File: src/rtl/mc_txbuf_pkg.sv
package mc_txbuf_pkg;

    typedef enum logic [1:0] {
        FS_OFF   = 2'd0,
        FS_EMPTY = 2'd1,
        FS_PART  = 2'd2,
        FS_FULL  = 2'd3
    } fill_state_t;

    typedef enum logic {
        UR_CLEAR   = 1'b0,
        UR_LATCHED = 1'b1
    } ur_state_t;

endpackage

File: src/rtl/mc_txbuf_store.sv
module mc_txbuf_store #(
    parameter int DEPTH  = 16,
    parameter int DATA_W = 32,
    parameter int IDX_W  = $clog2(DEPTH)
) (
    input  logic              clk,
    input  logic              wr_en,
    input  logic [IDX_W-1:0]  wr_idx,
    input  logic [DATA_W-1:0] wr_data,
    input  logic [IDX_W-1:0]  rd_idx,
    output logic [DATA_W-1:0] rd_data
);

    logic [DATA_W-1:0] entry [DEPTH];

    for (genvar g = 0; g < DEPTH; g++) begin : g_entry
        always_ff @(posedge clk) begin
            if (wr_en && (wr_idx == IDX_W'(g))) begin
                entry[g] <= wr_data;
            end
        end
    end

    assign rd_data = entry[rd_idx];

endmodule

File: src/rtl/mc_txbuf_ptrs.sv
module mc_txbuf_ptrs #(
    parameter int DEPTH = 16,
    parameter int IDX_W = $clog2(DEPTH),
    parameter int PTR_W = $clog2(DEPTH) + 1
) (
    input  logic             clk,
    input  logic             rst_n,
    input  logic             clear,
    input  logic             push,
    input  logic             pop,
    output logic [IDX_W-1:0] wr_idx,
    output logic [IDX_W-1:0] rd_idx,
    output logic [PTR_W-1:0] occ
);

    logic [PTR_W-1:0] wr_ptr;
    logic [PTR_W-1:0] rd_ptr;

    always_ff @(posedge clk) begin
        if (!rst_n || clear) begin
            wr_ptr <= '0;
        end else if (push) begin
            wr_ptr <= wr_ptr + PTR_W'(1);
        end
    end

    always_ff @(posedge clk) begin
        if (!rst_n || clear) begin
            rd_ptr <= '0;
        end else if (pop) begin
            rd_ptr <= rd_ptr + PTR_W'(1);
        end
    end

    assign wr_idx = wr_ptr[IDX_W-1:0];
    assign rd_idx = rd_ptr[IDX_W-1:0];
    assign occ    = wr_ptr - rd_ptr;

endmodule

File: src/rtl/mc_txbuf_ctrl.sv
module mc_txbuf_ctrl
    import mc_txbuf_pkg::*;
#(
    parameter int DEPTH = 16,
    parameter int PTR_W = $clog2(DEPTH) + 1
) (
    input  logic             clk,
    input  logic             rst_n,
    input  logic             fifo_en,
    input  logic             push_req,
    input  logic             adv,
    input  logic             tx_active,
    input  logic             clr_hit,
    input  logic [PTR_W-1:0] occ,
    output logic             push_ok,
    output logic             pop_ok,
    output logic             flag_full,
    output logic             flag_empty,
    output logic             flag_half_empty,
    output logic             flag_data_avail,
    output logic             flag_underrun
);

    localparam logic [PTR_W-1:0] LAST_CNT = PTR_W'(DEPTH - 1);
    localparam logic [PTR_W-1:0] HALF_CNT = PTR_W'(DEPTH / 2);
    localparam logic [PTR_W-1:0] ONE_CNT  = PTR_W'(1);

    fill_state_t fs_q, fs_d, fs_view;
    ur_state_t   ur_q, ur_d;
    logic        ur_set;

    // The disabled state behaves as empty once enable returns; the pointers are already zero.
    always_comb begin
        fs_view = (fs_q == FS_OFF) ? FS_EMPTY : fs_q;
    end

    always_comb begin
        push_ok = fifo_en && push_req && (fs_view != FS_FULL);
        pop_ok  = fifo_en && adv && (fs_view != FS_EMPTY);
        ur_set  = fifo_en && adv && tx_active && (fs_view == FS_EMPTY);
    end

    always_comb begin
        fs_d = fs_view;
        if (!fifo_en) begin
            fs_d = FS_OFF;
        end else begin
            unique case (fs_view)
                FS_OFF: begin
                    fs_d = FS_EMPTY;
                end
                FS_EMPTY: begin
                    if (push_ok) fs_d = FS_PART;
                end
                FS_PART: begin
                    if (push_ok && !pop_ok && (occ == LAST_CNT)) begin
                        fs_d = FS_FULL;
                    end else if (pop_ok && !push_ok && (occ == ONE_CNT)) begin
                        fs_d = FS_EMPTY;
                    end
                end
                FS_FULL: begin
                    if (pop_ok) fs_d = FS_PART;
                end
            endcase
        end
    end

    always_comb begin
        ur_d = ur_q;
        if (!fifo_en) begin
            ur_d = UR_CLEAR;
        end else begin
            unique case (ur_q)
                UR_CLEAR: begin
                    if (ur_set) ur_d = UR_LATCHED;
                end
                UR_LATCHED: begin
                    if (clr_hit && !ur_set) ur_d = UR_CLEAR;
                end
            endcase
        end
    end

    always_ff @(posedge clk) begin
        if (!rst_n) begin
            fs_q <= FS_OFF;
            ur_q <= UR_CLEAR;
        end else begin
            fs_q <= fs_d;
            ur_q <= ur_d;
        end
    end

    always_comb begin
        flag_full       = 1'b0;
        flag_empty      = 1'b0;
        flag_half_empty = 1'b0;
        flag_data_avail = 1'b0;
        if (fifo_en) begin
            unique case (fs_view)
                FS_OFF, FS_EMPTY: begin
                    flag_empty      = 1'b1;
                    flag_half_empty = 1'b1;
                end
                FS_PART: begin
                    flag_data_avail = 1'b1;
                    flag_half_empty = (occ <= HALF_CNT);
                end
                FS_FULL: begin
                    flag_full       = 1'b1;
                    flag_data_avail = 1'b1;
                end
            endcase
        end
        flag_underrun = fifo_en && (ur_q == UR_LATCHED);
    end

endmodule

File: src/rtl/mc_txbuf.sv
module mc_txbuf #(
    parameter int              DEPTH    = 16,
    parameter int              DATA_W   = 32,
    parameter int              ADDR_W   = 8,
    parameter logic [ADDR_W-1:0] WIN_BASE = 8'h40,
    parameter int              CLR_W    = 8,
    parameter int              CLR_BIT  = 2
) (
    input  logic              clk,
    input  logic              rst_n,
    input  logic              fifo_en,
    input  logic              tx_active,
    input  logic              bus_wr,
    input  logic [ADDR_W-1:0] bus_addr,
    input  logic [DATA_W-1:0] bus_wdata,
    input  logic              clr_wr,
    input  logic [CLR_W-1:0]  clr_data,
    input  logic              shift_adv,
    output logic [DATA_W-1:0] tx_word,
    output logic              flag_full,
    output logic              flag_empty,
    output logic              flag_half_empty,
    output logic              flag_data_avail,
    output logic              flag_underrun
);

    localparam int IDX_W = $clog2(DEPTH);
    localparam int PTR_W = IDX_W + 1;

    logic             win_hit;
    logic             push_req;
    logic             clr_hit;
    logic             push_ok;
    logic             pop_ok;
    logic [IDX_W-1:0] wr_idx;
    logic [IDX_W-1:0] rd_idx;
    logic [PTR_W-1:0] occ;
    logic             unused_addr_lo;
    logic             unused_clr_bits;

    // The low address bits select an alias inside the window and carry no meaning.
    assign win_hit  = (bus_addr[ADDR_W-1:IDX_W] == WIN_BASE[ADDR_W-1:IDX_W]);
    assign push_req = bus_wr && win_hit;
    assign clr_hit  = clr_wr && clr_data[CLR_BIT];

    assign unused_addr_lo  = ^bus_addr[IDX_W-1:0];
    assign unused_clr_bits = ^clr_data;

    mc_txbuf_ctrl #(
        .DEPTH (DEPTH),
        .PTR_W (PTR_W)
    ) i_ctrl (
        .clk             (clk),
        .rst_n           (rst_n),
        .fifo_en         (fifo_en),
        .push_req        (push_req),
        .adv             (shift_adv),
        .tx_active       (tx_active),
        .clr_hit         (clr_hit),
        .occ             (occ),
        .push_ok         (push_ok),
        .pop_ok          (pop_ok),
        .flag_full       (flag_full),
        .flag_empty      (flag_empty),
        .flag_half_empty (flag_half_empty),
        .flag_data_avail (flag_data_avail),
        .flag_underrun   (flag_underrun)
    );

    mc_txbuf_ptrs #(
        .DEPTH (DEPTH),
        .IDX_W (IDX_W),
        .PTR_W (PTR_W)
    ) i_ptrs (
        .clk    (clk),
        .rst_n  (rst_n),
        .clear  (!fifo_en),
        .push   (push_ok),
        .pop    (pop_ok),
        .wr_idx (wr_idx),
        .rd_idx (rd_idx),
        .occ    (occ)
    );

    mc_txbuf_store #(
        .DEPTH  (DEPTH),
        .DATA_W (DATA_W),
        .IDX_W  (IDX_W)
    ) i_store (
        .clk     (clk),
        .wr_en   (push_ok),
        .wr_idx  (wr_idx),
        .wr_data (bus_wdata),
        .rd_idx  (rd_idx),
        .rd_data (tx_word)
    );

endmodule

File: config.mk
export PLATFORM = sky130hd
export DESIGN_NAME = mc_txbuf
export DESIGN_NICKNAME = d
export VERILOG_FILES = /design/src/rtl/mc_txbuf_pkg.sv /design/src/rtl/mc_txbuf_store.sv /design/src/rtl/mc_txbuf_ptrs.sv /design/src/rtl/mc_txbuf_ctrl.sv /design/src/rtl/mc_txbuf.sv
export SDC_FILE = /design/constraint.sdc
export NUM_CORES = 1
export LEC_CHECK = 0
export ABC_CLOCK_PERIOD_IN_PS = 6800
export BUFFER_PORTS_ARGS = -buffer_cell sky130_fd_sc_hd__clkbuf_2
export CAP_MARGIN = 20
export CORE_MARGIN = 10
export CORE_UTILIZATION = 67
export CTS_BUF_LIST = sky130_fd_sc_hd__clkbuf_4 sky130_fd_sc_hd__clkbuf_8
export DETAILED_ROUTE_END_ITERATION = 8
export PLACE_DENSITY = 0.94
export SKIP_LAST_GASP = 1
export SLEW_MARGIN = 20
export SYNTH_ARGS = -nofsm -noshare
export SYNTH_HDL_FRONTEND = slang
export SYNTH_SLANG_ARGS = --single-unit
File: constraint.sdc
create_clock -name clk -period 6.8 [get_ports clk]
set_input_delay 0.34 -clock clk [delete_from_list [all_inputs] [get_ports clk]]
set_output_delay 0.34 -clock clk [all_outputs]
set_load 0.05 [all_outputs]
=== Yosys cells after proc, flatten, opt, wreduce, memory -nomap -nowiden ===
Memory sizes are Yosys's and may differ from the RTL's. A register that Yosys moved wholly into a read port is not among the register bits.
Cells that the tools add are included.

* Memories: 1
* Word-level logic and storage cells: 186
* Output and inout bits: 37
* Input port bits: 55
* Bits in registers: 13
* RAM bits: 512

{| class="wikitable"
|+ Memory list
! memory !! words !! bits a word !! rd ports !! clocked after Yosys merged registers in !! write ports !! line !! RTL
|-
| i_store.entry || 16 || 32 || 1 || 1 || 1 || mc_txbuf_store.sv:14 || <nowiki>logic [DATA_W-1:0] entry [DEPTH];</nowiki>
|}

* Reductions and logical operators: 57
* Bitwise gates (word level): 1
* Magnitude comparators: 1
* $add $sub $neg: 3
* Equal/unequal tests: 23
* Mux-type cells: 96

{| class="wikitable"
|+ Operators with widths
! operator !! number
|-
| 32-bit 2-to-1 mux || 15
|-
| 32-bit OR reduction || 15
|-
| 4-bit 2-to-1 mux || 17
|-
| 1-bit 2-to-1 mux || 56
|-
| 4-bit == test, second input constant || 8
|-
| 1-bit logical AND || 30
|-
| 4-bit by 3-bit == test with 1-bit output, second input constant || 5
|-
| 5-bit by 1-bit adder with 5-bit output, second input constant || 2
|-
| 2-bit 2-to-1 mux || 5
|-
| 4-bit by 2-bit == test with 1-bit output, second input constant || 2
|-
| 2-bit case mux with 4 select lines || 1
|-
| 5-bit by 1-bit == test with 1-bit output, second input constant || 1
|-
| 5-bit by 4-bit == test with 1-bit output, second input constant || 1
|-
| 5-bit by 4-bit less-or-equal comparator with 1-bit output, second input constant || 1
|-
| 1-bit logical NOT || 5
|-
| 5-bit subtractor || 1
|-
| 2-bit == test, second input constant || 2
|-
| 4-bit by 1-bit == test with 1-bit output, second input constant || 1
|-
| 2-bit logical NOT || 2
|-
| 4-bit logical NOT || 1
|-
| 1-bit case mux with 2 select lines || 2
|-
| 2-bit OR reduction || 2
|-
| 2-bit by 1-bit == test with 1-bit output, second input constant || 1
|-
| 2-bit by 1-bit != test with 1-bit output, second input constant || 1
|-
| other kinds (4) || 4
|}

=== Depth between registers and ports, before layout ===
Gate-level depths: netlist (run 1).

* Word-level depth: 23
* Depth in mapped cells: 9
* Gate-level depth less buffers: 9

=== Modules after synthesis ===
Synthesis (run 1) repeated with hierarchy kept, for this count alone.

* Cells, all modules: 912
* Area total of the unflattened synthesis: 20083.0 um2

{| class="wikitable"
|+ Modules (own cells, without submodules)
! module !! cells an instance !! area an instance (um2) !! seq. area each (um2) !! instances
|-
| mc_txbuf_store || 806 || 19195.9 || 15374.7 || 1
|-
| mc_txbuf_ptrs || 68 || 616.8 || 200.2 || 1
|-
| mc_txbuf_ctrl || 34 || 246.5 || 60.1 || 1
|-
| mc_txbuf || 4 || 23.8 || 0.0 || 1
|}

=== Least setup slack after synthesis (run 1) ===
OpenSTA, ideal clock, no wires.

* Path kind: in2reg
* Start point: in bus_addr[7]
* End point: mem i_store.entry[0][0] (enable)
* Arrival time: 3.344 ns
* Path buffers: 1
* Cell stages on the path: 5
* Slack: 2.995 ns
* Cell sequence: nor4bb_1 -> and3_1 -> buf_6 -> nand2_1 -> nor3_1

* Longest elaborated chain between the ends: 23
* Elaborated cells on any way between the ends: 97
* Classes of those cells: eq/ne: 1; mux: 62; reduce/logical: 34

{| class="wikitable"
|+ Ends and longest elaborated chain
! item !! line !! RTL
|-
| from (decl) || mc_txbuf.sv:14 || <nowiki>input logic [ADDR_W-1:0] bus_addr,</nowiki>
|-
| 4-bit by 3-bit == test with 1-bit output (*) || mc_txbuf.sv:42 || <nowiki>assign win_hit = (bus_addr[ADDR_W-1:IDX_W] == WIN_BASE[ADDR_W-1:IDX_W]);</nowiki>
|-
| 1-bit logical AND (*) || mc_txbuf.sv:43 || <nowiki>assign push_req = bus_wr && win_hit;</nowiki>
|-
| 1-bit logical AND (*) (2 in series) || mc_txbuf_ctrl.sv:38 || <nowiki>push_ok = fifo_en && push_req && (fs_view != FS_FULL);</nowiki>
|-
| 1-bit logical AND || mc_txbuf_store.sv:18 || <nowiki>if (wr_en && (wr_idx == IDX_W'(g))) begin</nowiki>
|-
| 1-bit 2-to-1 mux || mc_txbuf_store.sv:18 ||
|-
| 1-bit 2-to-1 mux (implied by the code) || mc_txbuf_store.sv:19 || <nowiki>entry[g] <= wr_data;</nowiki>
|-
| 32-bit OR reduction (no line) || n/a ||
|-
| 4-bit 2-to-1 mux (no line) / 1-bit 2-to-1 mux (equally long branches) (15 in series) || n/a ||
|-
| to (decl) || mc_txbuf_store.sv:14 ||
|}

Mark *: on every way between the ends. The rest lies on a longest branch, timed or not.

==> metrics.csv, run 1 <==
stage,metric,value,unit
sta,worst_pin_slew,0.959,ns
synth,synth_top_area_cell,edfxtp_1,
layout,design_area,22700,sq um
sta,fmax,246,MHz
detailed_routing,avgViaCountPerCell,6.56,
global_routing,grtUsageMet3,0.0531,
layout,fillers,1479,
sta,maxSlewViolCount,0,
critical_path,reg2reg_slack,3.96,ns
placed_design,io_buffer_count,80,
placed_design,place_area,21200,sq um
global_routing,grt_pass1_wl,63000,um
floorplan,die-area,37500,sq um
synth,syn_nets,900,
layout,multi_input_area,4370,sq um
clock_tree,cts_root_buf,clkbuf_8,
run_status,outcome,finished clean,
synth,ys_warn_count,0,
flow_run,maxCapViolations,0,
clock_tree,htree_levels,3,
power_and_ir_drop,p_leak,0.00703,uW
synth,synth_mux_area_frac,0.180,
synth,ys.flop_type,edfxtp_1,
detailed_routing,drt_first_pass_iters,5,
synth,syn-cell-area,20200,sq um
critical_path,arrival,3.73,ns
global_routing,grt_max_degree,105,
floorplan,start_util,0.681,
detailed_routing,wl_per_cell,29.7,um
layout,ff_latch_area,15700,sq um
detailed_routing,post-route-drc-count,0,
clock_tree,cts_setup_buffers,0,
sta,finalCritPeriodShare,0.598,
worst_hold_path,holdCritPathClass,in -> reg,
floorplan,num_io_pins,92,
global_routing,grtUsageMet1,0.277,
floorplan,die_w,194,um
synth,synth_cell_type_count,35,
critical_path,required,6.46,ns
synth,ys_seq_area_frac,0.779,
sta,fin_skew,0.0216,ns
power_and_ir_drop,p_per_area,268,nW/um^2
synth,ys_top_cells_by_area,"edfxtp_1, mux4_2, dfxtp_1, ha_1, nor2_1",
detailed_routing,drt_wl_total,42100,um
global_routing,grt_pass1_vias,10100,
critical_path,critPathMaxFanout,67,
floorplan,die_h,194,um
clock_tree,cts_tree,done,
sta,tns,0,ns
sta,final.min_clock_period,4.07,ns
synth,netlist_instances,835,
synth,yosys.area_share.simple,0.0151,
clock_tree,clockBufferDepth,3,
clock_tree,clk-insertion-delay-late,0.61,ns
sta,finalSetupViolCount,0,
clock_tree,cts.sinks,529,
global_routing,grt_overflow,0,
sta,hold_slack,0.0337,ns
floorplan,num_rows,63,
synth,syn_avg_cell_area,24.2,sq um
detailed_routing,via_count,9324,
synth,synth_commonest_cells,"edfxtp_1, mux4_2, nor2_1, clkbuf_1, dfxtp_1",
layout,fin_nets,1041,
sta,rsz0062_at_grt,no,
placed_design,gp_congestion,0.801,
synth,synthXorXnorAreaFrac,0.00521,
synth,synth-edff-count,512,
sta,report.final.hold_viol_count,0,
layout,drive_above_1_share,0.388,
placed_design,dp_slack,3.30,ns
detailed_routing,ant_nets,0,
floorplan,core_area,29600,sq um
sta,setup_slack,2.73,ns
synth,synth_top_family_by_area,multiplexers,
clock_tree,cts_buffers,79,
power_and_ir_drop,ir_drop,0.193,mV
critical_path,endpoint_kind,primary output,
synth,synth-seq-cells,529,
clock_tree,clk_pin_slew_worst_paths,0.06,ns
sta,slew_headroom,0.361,
synth,yosys.area_share.adder,0.00657,
placed_design,hpwl,23300,um
synth,synth.top_cell.area_share,0.762,
critical_path,path_class,reg -> out,
global_routing,antenna_found_initial,4,
synth,yosysMostFrequentCell,edfxtp_1,
synth,synth_compound_area_frac,0.00415,
critical_path,startpoint_type,register,
global_routing,grt_use_met2,0.385,
global_routing,top_usage_layer,met2,
synth,async_flop_share,0,
global_routing,grtUsageTotal,0.226,
layout,synthToLayoutAreaGrowth,12.3,%
detailed_routing,initialDrtViolationCount,974,
-- cells in the final DEF, fill, tap and decap left out, types with 4 or more instances in the layout --
cell type	n
edfxtp_1	512
mux4_2	160
clkbuf_8	82
clkbuf_2	80
clkbuf_4	24
buf_4	18
nor2_1	17
clkinv_1	16
dfxtp_1	13
nor2_4	12
nand2_1	11
ha_1	9
xnor2_1	7
inv_1	6
xor2_1	5
nor3_2	4
nand4_1	4
clkinv_2	4
-- final cells by class --
type	instances	share of cell area
Antenna cell	3	0.000331
Tap cell	390	0.0215
Clock inverter	27	0.00723
Timing Repair Buffer	100	0.0250
Clock buffer	106	0.0578
Multi-Input combinational cell	260	0.193
Sequential cell	529	0.694
Inverter	6	0.000994
-- worst paths after layout --
check | startpoint | cells past startpoint | end
min | clr_data[2] | 4 | i_ctrl.ur_q
max | register | 4 | tx_word[3]
min reg2reg | i_ctrl.ur_q | 2 | i_ctrl.ur_q
max reg2reg | i_ptrs.wr_ptr[1] | 4 | i_store.entry[7][2]
-- power by group --
| group | internal [uW] | leakage (uW) | switching [uW] |
|---|---|---|---|
| clock | 1290 | 0.000772 | 1140 |
| combinational | 14.8 | 0.00152 | 53.8 |
| sequential | 3570 | 0.00474 | 0.888 |
-- critical path, cell delays in order (launching register included) --
cell and delay (ns):
dfxtp_4 0.94, buf_4 0.90, mux4_2 0.44, mux4_2 0.56, clkbuf_2 0.27
-- sequential cells by signal, indices dropped and copies added (netlist names), named ones only --
signal and flops:
i_ptrs.rd_ptr 5, i_store.entry 512, i_ctrl.ur_q 1, i_ptrs.wr_ptr 5
i_ctrl.fs_q 2
-- timing repair --
action                    in CTS  in global routing
hold endpoints to repair       1                  0
hold buffers                   1                  0
gates resized for setup        0                  0
-- per-stage QoR --
stage / util / instances / total power, uW
floorplan: - / 835 / 3660
detailed placement: 0.714 / 1284 / 3710
global placement: 0.714 / 1284 / 3700
global route: 0.764 / 1421 / 6240
finish: 0.764 / 1421 / 6070
CTS: 0.764 / 1418 / 6090
-- metal layers --
metal	wire length [um]	vias to the layer above	share of wire
met4	1170	2	0.028
met3	3230	94	0.077
met1	15000	4879	0.36
met5	9	-	0.00021
li1	-	3868	-
met2	22700	481	0.54
-- logic make-up after synthesis --
group / Yosys count
compound gates: 11
simple gates: 64
buf+inv: 46
fa+ha+maj: 10
xor+xnor: 12
mux: 163
flops: 529
Power figures use the tool's default switching activity.
==> inputs of run 2 (changes only) <==
--- a/config.mk
+++ b/config.mk
@@ -5,14 +5,14 @@
 export SDC_FILE = /design/constraint.sdc
 export NUM_CORES = 1
 export LEC_CHECK = 0
-export ABC_CLOCK_PERIOD_IN_PS = 6800
+export ABC_CLOCK_PERIOD_IN_PS = 3700
 export BUFFER_PORTS_ARGS = -buffer_cell sky130_fd_sc_hd__clkbuf_2
 export CAP_MARGIN = 20
 export CORE_MARGIN = 10
-export CORE_UTILIZATION = 67
+export CORE_UTILIZATION = 57
 export CTS_BUF_LIST = sky130_fd_sc_hd__clkbuf_4 sky130_fd_sc_hd__clkbuf_8
 export DETAILED_ROUTE_END_ITERATION = 8
-export PLACE_DENSITY = 0.94
+export PLACE_DENSITY = 0.86
 export SKIP_LAST_GASP = 1
 export SLEW_MARGIN = 20
 export SYNTH_ARGS = -nofsm -noshare
==> constraint.sdc (replaced) <==
create_clock -name clk -period 3.7 [get_ports clk]
set_input_delay 0.185 -clock clk [delete_from_list [all_inputs] [get_ports clk]]
set_output_delay 0.185 -clock clk [all_outputs]
set_load 0.05 [all_outputs]
==> run 2 against run 1 <==
Cell count increased by 9.2%. Worst hold slack improved by 0.049 ns. Sequential cell count unchanged. Wire length increased by 1.2%. Largest cell class unchanged.
==> metrics.csv, run 2 (synthesized netlist as in run 1, its figures left out) <==
stage,metric,value,unit,change
floorplan,die_w,208,um,+7.5%
sta,slew_headroom,0.498,,+0.137
detailed_routing,initialDrtViolationCount,969,,-0.51%
sta,finalCritPeriodShare,0.886,,
layout,final_common_cell,edfxtp_1,,
floorplan,die-area,43300,sq um,+16%
placed_design,hpwl,23600,um,+1.1%
layout,fin_nets,1096,,+5.3%
critical_path,cp_common_cell,mux4_2,,
critical_path,startpoint_type,register,,
detailed_routing,met2_length,22300,um,-1.7%
critical_path,required,3.51,ns,-2.95 ns
clock_tree,cts_resized,0,,unchanged
critical_path,cp_slowest_cell,dfxtp_4,,
sta,maxSlewViolCount,0,,unchanged
global_routing,grt_pass1_wl,64300,um,+2.0%
detailed_routing,top_layer_used,met5,,
layout,fillers,2046,,+38%
critical_path,arrival,3.09,ns,-0.64 ns
detailed_routing,wl_per_cell,27.5,um,-7.4%
clock_tree,cts.sinks,529,,unchanged
global_routing,grt_max_degree,56,,-47%
critical_path,cpPeakStageDelay,0.74,ns,-0.20 ns
sta,tns,0,ns,unchanged
clock_tree,clockBufferDepth,3,,unchanged
layout,top_regs,"i_store.entry: 512 flops, i_ptrs.rd_ptr: 5 flops, i_ptrs.wr_ptr: 5 flops",,
placed_design,dp_cells,1367,,+6.5%
clock_tree,cts_setup_buffers,0,,unchanged
clock_tree,cts_root_buf,clkbuf_8,,
run_status,outcome,finished clean,,
power_and_ir_drop,p_per_area,486,nW/um^2,+81%
detailed_routing,via_count,9522,,+2.1%
worst_hold_path,hold_path_startpoint,bus_addr[4],,
critical_path,r2r-end,i_store.entry[12][19],,
layout,drive_above_1_share,0.391,,+0.00238
global_routing,antenna_found_initial,2,,-2
floorplan,core_area,34700,sq um,+17%
clock_tree,htree_levels,3,,unchanged
critical_path,critPathMaxFanout,32,,-52%
critical_path,endpoint_kind,primary output,,
floorplan,num_io_pins,92,,unchanged
floorplan,num_rows,68,,+7.9%
critical_path,cp_cell_sequence,"buf_12, mux4_2, mux4_2, clkbuf_2",,
detailed_routing,avgViaCountPerCell,6.14,,-6.5%
detailed_routing,drt_wl_total,42600,um,+1.2%
layout,regMostFlops,i_store.entry,,
global_routing,grtUsageTotal,0.197,,-0.0287
critical_path,path_delay_family,multiplexers,,
detailed_routing,wl_met3,3570,um,+11%
clock_tree,cts_buffers,82,,+3.8%
global_routing,grt_overflow,0,,unchanged
detailed_routing,post-route-drc-count,0,,unchanged
critical_path,reg2reg_slack,1.16,ns,-2.80 ns
placed_design,io_buffer_count,80,,unchanged
sta,final.min_clock_period,3.28,ns,
critical_path,path_class,reg -> out,,
detailed_routing,drt_first_pass_iters,5,,unchanged
sta,fin_skew,0.0186,ns,-0.00300 ns
worst_hold_path,min_path_cells,4,,unchanged
layout,layout_common_cells,"edfxtp_1, mux4_2, clkbuf_8",,
detailed_routing,drt-met1-wl,15700,um,+4.8%
layout,instances_no_fill,1552,,+9.2%
sta,rsz0062_at_grt,no,,
sta,worst_pin_slew,0.751,ns,-0.208 ns
clock_tree,cts_tree,done,,
critical_path,reg2regPathDepth,5,,+1
flow_run,maxCapViolations,0,,unchanged
sta,report.final.hold_viol_count,0,,unchanged
floorplan,start_util,0.581,,-0.0995
power_and_ir_drop,ir_drop,0.311,mV,+61%
clock_tree,clk_pin_slew_worst_paths,0.06,ns,about the same
worst_hold_path,hold_end,i_ctrl.fs_q[1],,
placed_design,gp_congestion,0.756,,-5.6%
power_and_ir_drop,p_leak,0.00736,uW,+4.6%
sta,fmax,305,MHz,
global_routing,grt_pass1_vias,10300,,+2.4%
clock_tree,clk-insertion-delay-late,0.60,ns,about the same
critical_path,cp_num_buf_inv,2,,unchanged
detailed_routing,ant_nets,0,,unchanged
floorplan,die_h,208,um,+7.5%
critical_path,r2r_start,i_ctrl.fs_q[1],,
layout,largest_reg_flops,512,,unchanged
worst_hold_path,holdCritPathClass,in -> reg,,
sta,finalSetupViolCount,0,,unchanged
layout,synthToLayoutAreaGrowth,16.1,%,
run 2: cell types whose count changed in the layout (fill, tap and decap cells not counted), moves of 3 or more:
cell and delta:
clkbuf_4 +3, dlygate4sd3_1 +34, clkinv_2 +6, buf_12 +9, clkbuf_8 +3, clkinv_1 +5
buf_4 +9
run 2: final cells by class:
cell class                      count  area (sq um)  area share
Sequential cell                   529         15700       0.671
Multi-Input combinational cell    260          4370       0.187
Clock buffer                      112          1370      0.0586
Timing Repair Buffer              152          1150      0.0492
Tap cell                          455           569      0.0243
Clock inverter                     37           206     0.00881
Inverter                            6          22.5    0.000961
Antenna cell                        1          2.50    0.000107
run 2: worst max path at each step:
stage                     start                    end  slack [ns]  depth (start not counted)
floorplan           bus_addr[7]    i_store.entry[0][0]        0.05                          5
global placement        fifo_en  i_store.entry[12][20]        0.94                          6
detailed placement      fifo_en  i_store.entry[12][20]        0.82                          6
CTS                    register            tx_word[15]        0.32                          4
global route           register            tx_word[19]        0.26                          4
finish                 register            tx_word[15]        0.42                          4
run 2: routing by layer:
metal | global-route usage | up-vias
li1 | - | 3981
met1 | 0.252 | 4949
met2 | 0.330 | 511
met3 | 0.0440 | 79
met4 | 0.0665 | 2
met5 | 0 | -
run 2: worst register-to-register path, delay by kind of cell, from the launching register on:
family	cells	cell delay [ns]
buffers and inverters	1	0.42
AND/OR/NAND/NOR	4	1.43
flip-flops	1	0.36
run 2: what timing repair did:
item,CTS,global route
setup endpoints to repair,0,0
hold buffers,35,0
endpoints found under the hold margin,514,0
run 2: report_power, final:
group          internal [uW]  leakage (uW)  switching, uW
clock                   2480      0.000833           2170
sequential              6570       0.00474           1.58
combinational           50.8       0.00178            105
run 2: through the flow:
stage	cell area, sq um	utilization	total power, uW	setup slack, ns	hold slack (ns)
after floorplan	20200	-	6720	0.0498	0.284
after global placement	21500	0.619	6800	0.938	0.460
after detailed placement	21500	0.619	6820	0.822	0.489
after CTS	23400	0.675	11500	0.323	0.0277
after global routing	23400	0.675	11700	0.258	0.125
final	23400	0.675	11400	0.421	0.0830
==> inputs of run 3 (changes only) <==
--- a/config.mk
+++ b/config.mk
@@ -8,11 +8,11 @@
 export ABC_CLOCK_PERIOD_IN_PS = 3700
 export BUFFER_PORTS_ARGS = -buffer_cell sky130_fd_sc_hd__clkbuf_2
 export CAP_MARGIN = 20
-export CORE_MARGIN = 10
 export CORE_UTILIZATION = 57
 export CTS_BUF_LIST = sky130_fd_sc_hd__clkbuf_4 sky130_fd_sc_hd__clkbuf_8
 export DETAILED_ROUTE_END_ITERATION = 8
-export PLACE_DENSITY = 0.86
+export PLACE_DENSITY_LB_ADDON = 0.12
+export RECOVER_POWER = 25
 export SKIP_LAST_GASP = 1
 export SLEW_MARGIN = 20
 export SYNTH_ARGS = -nofsm -noshare
==> run 3 against run 2 <==
Fmax grew 3.3%. Via count shrank 3.1%. Core utilization shrank 0.79 points. Highest routed layer is now met4. Largest cell class unchanged. First-iteration DRC count shrank 23%. Sequential share of layout area grew 0.80 points. Combinational power shrank 4%. Largest power group unchanged.
==> metrics.csv, run 3 (synthesized netlist as in run 1, its figures left out) <==
stage,metric,value,unit,change
worst_hold_path,min_path_cells,1,,-3
placed_design,hpwl,20200,um,-14%
detailed_routing,via_count,9224,,-3.1%
critical_path,path_class,reg -> out,,
layout,multi_input_area,4370,sq um,unchanged
power_and_ir_drop,p_per_area,485,nW/um^2,-0.14%
power_and_ir_drop,comb_power_share,0.013,,about the same
floorplan,start_util,0.581,,unchanged
critical_path,cp_cell_sequence,"buf_12, mux4_2, mux4_2, clkbuf_2",,
global_routing,grt_overflow,0,,unchanged
critical_path,cpPeakStageDelay,0.60,ns,-0.14 ns
sta,setup_slack,0.527,ns,+0.106 ns
run_status,outcome,finished clean,,
sta,fin_skew,0.0361,ns,+0.0174 ns
placed_design,io_buffer_count,80,,unchanged
critical_path,critPathMaxFanout,91,,+180%
layout,drive_above_1_share,0.365,,-0.0251
power_and_ir_drop,switching_power,2170,uW,-4.6%
sta,slew_headroom,0.389,,-0.109
power_and_ir_drop,p_clk_frac,0.402,,-0.007
floorplan,die-area,36200,sq um,-17%
detailed_routing,drt_first_pass_iters,5,,unchanged
floorplan,core_area,34700,sq um,unchanged
clock_tree,clk_pin_slew_worst_paths,0.06,ns,about the same
power_and_ir_drop,ir_drop,0.278,mV,-10%
sta,rsz0062_at_grt,no,,
critical_path,endpoint_kind,primary output,,
critical_path,r2r_start,i_ptrs.wr_ptr[1],,
placed_design,gp_congestion,0.710,,-6.0%
layout,synthToLayoutAreaGrowth,14.7,%,
critical_path,required,3.51,ns,about the same
clock_tree,cts_resized,0,,unchanged
layout,diodes,0,,-1
clock_tree,clk-insertion-delay-late,0.60,ns,about the same
clock_tree,cts_buffers,81,,-1.2%
power_and_ir_drop,power_frac_seq,0.585,,+0.008
sta,hold_slack,0.116,ns,+0.0326 ns
critical_path,r2r-end,i_ptrs.wr_ptr[4],,
global_routing,antenna_found_initial,0,,-2
worst_hold_path,hold_end,i_store.entry[1][17],,
detailed_routing,drt_wl_total,40000,um,-6.1%
layout,layout_common_cells,"edfxtp_1, mux4_2, clkbuf_8",,
detailed_routing,wl_per_cell,26.2,um,-4.5%
detailed_routing,ant_nets,0,,unchanged
floorplan,die_h,190,um,-8.6%
detailed_routing,avgViaCountPerCell,6.05,,-1.4%
power_and_ir_drop,p_int,9060,uW,-0.49%
global_routing,grt_pass1_vias,9980,,-3.0%
critical_path,cp_slowest_cell,mux4_2,,
placed_design,place_area,21300,sq um,-0.68%
sta,final.min_clock_period,3.17,ns,-0.106 ns
power_and_ir_drop,p_leak,0.00717,uW,-2.5%
critical_path,arrival,2.99,ns,-0.10 ns
layout,ff_latch_area,15700,sq um,unchanged
floorplan,num_io_pins,92,,unchanged
sta,worst_pin_slew,0.917,ns,+0.166 ns
sta,maxSlewViolCount,0,,unchanged
sta,report.final.hold_viol_count,0,,unchanged
floorplan,die_w,190,um,-8.6%
sta,finalCritPeriodShare,0.858,,-0.0287
clock_tree,cts_root_buf,clkbuf_8,,
sta,finalSetupViolCount,0,,unchanged
global_routing,grt_pass1_wl,59500,um,-7.4%
placed_design,dp_slack,1.06,ns,+0.237 ns
critical_path,reg2regPathDepth,6,,+1
floorplan,num_rows,68,,unchanged
clock_tree,htree_levels,3,,unchanged
clock_tree,clockBufferDepth,3,,unchanged
layout,fillers,2198,,+7.4%
layout,final_common_cell,edfxtp_1,,
clock_tree,cts.sinks,529,,unchanged
clock_tree,cts_tree,done,,
worst_hold_path,hold_path_startpoint,bus_wdata[17],,
layout,regMostFlops,i_store.entry,,
global_routing,grtUsageTotal,0.231,,+0.0337
critical_path,cp_common_cell,mux4_2,,
power_and_ir_drop,power.share.switching,0.193,,-0.00671
layout,design_area,23100,sq um,-1.2%
critical_path,reg2reg_slack,1.24,ns,+0.08 ns
critical_path,startpoint_type,register,,
detailed_routing,initialDrtViolationCount,749,,-23%
layout,top_regs,"i_store.entry: 512 flops, i_ptrs.rd_ptr: 5 flops, i_ptrs.wr_ptr: 5 flops",,
layout,largest_reg_flops,512,,unchanged
critical_path,cp_num_buf_inv,2,,unchanged
detailed_routing,post-route-drc-count,0,,unchanged
worst_hold_path,holdCritPathClass,in -> reg,,
layout,fin_nets,1081,,-1.4%
flow_run,maxCapViolations,0,,unchanged
sta,fmax,315,MHz,+3.3%
global_routing,grt_max_degree,129,,+130%
sta,tns,0,ns,unchanged
critical_path,path_delay_family,multiplexers,,
==> run 3: cell count changes in the layout (fill, tap and decap cells not counted), sizes merged <==
cell | before | now
buf | 37 | 26
clkbuf | 192 | 193
dlygate4sd3 | 35 | 32
clkinv | 32 | 20
diode | 1 | 0
clkinvlp | 3 | 2
==> run 3: worst max-delay path by stage <==
| stage | startpoint | endpoint | slack [ns] | depth (start not counted) |
|---|---|---|---|---|
| floorplan | bus_addr[7] | i_store.entry[0][0] | 0.05 | 5 |
| global placement | fifo_en | i_store.entry[12][18] | 1.10 | 6 |
| detailed placement | fifo_en | i_store.entry[12][18] | 1.06 | 6 |
| CTS | register | tx_word[2] | 0.44 | 4 |
| global route | register | tx_word[19] | 0.35 | 4 |
| finish | register | tx_word[19] | 0.53 | 4 |
==> run 3: layer usage <==
layer / part of all wire / wire, um / up-vias / track usage
li1: - / - / 3939 / -
met1: 0.40 / 15900 / 4899 / 0.303
met2: 0.52 / 20900 / 317 / 0.390
met3: 0.059 / 2350 / 69 / 0.0457
met4: 0.023 / 930 / 0 / 0.0803
met5: 0 / 0 / - / 0
==> run 3: power groups by stage <==
stage / clock network, uW / logic, uW / registers [uW]
after detailed placement: 0 / 123 / 6690
after floorplan: 0 / 27.1 / 6700
after global routing: 4840 / 161 / 6560
after global placement: 0 / 109 / 6690
final: 4510 / 149 / 6570
after CTS: 4600 / 151 / 6570
==> run 3: cell type report <==
class | count | share of cell area
tap | 455 | 0.0246
multi-input combinational | 260 | 0.189
inverter | 6 | 0.000973
clock buffer | 113 | 0.0591
clock inverter | 24 | 0.00605
sequential | 529 | 0.679
timing repair buffer | 138 | 0.0411
==> run 3: repair_timing <==
action,4_1_cts,5_1_grt
hold buffers,32,0
endpoints found under the hold margin,426,0
buffers inserted,0,0
==> run 3: per-stage QoR <==
stage / power (uW) / utilization / cells
after global placement: 6800 / 0.615 / 1356
after global routing: 11600 / 0.667 / 1525
final: 11200 / 0.667 / 1525
after detailed placement: 6810 / 0.615 / 1356
after CTS: 11300 / 0.668 / 1525
after floorplan: 6720 / - / 835
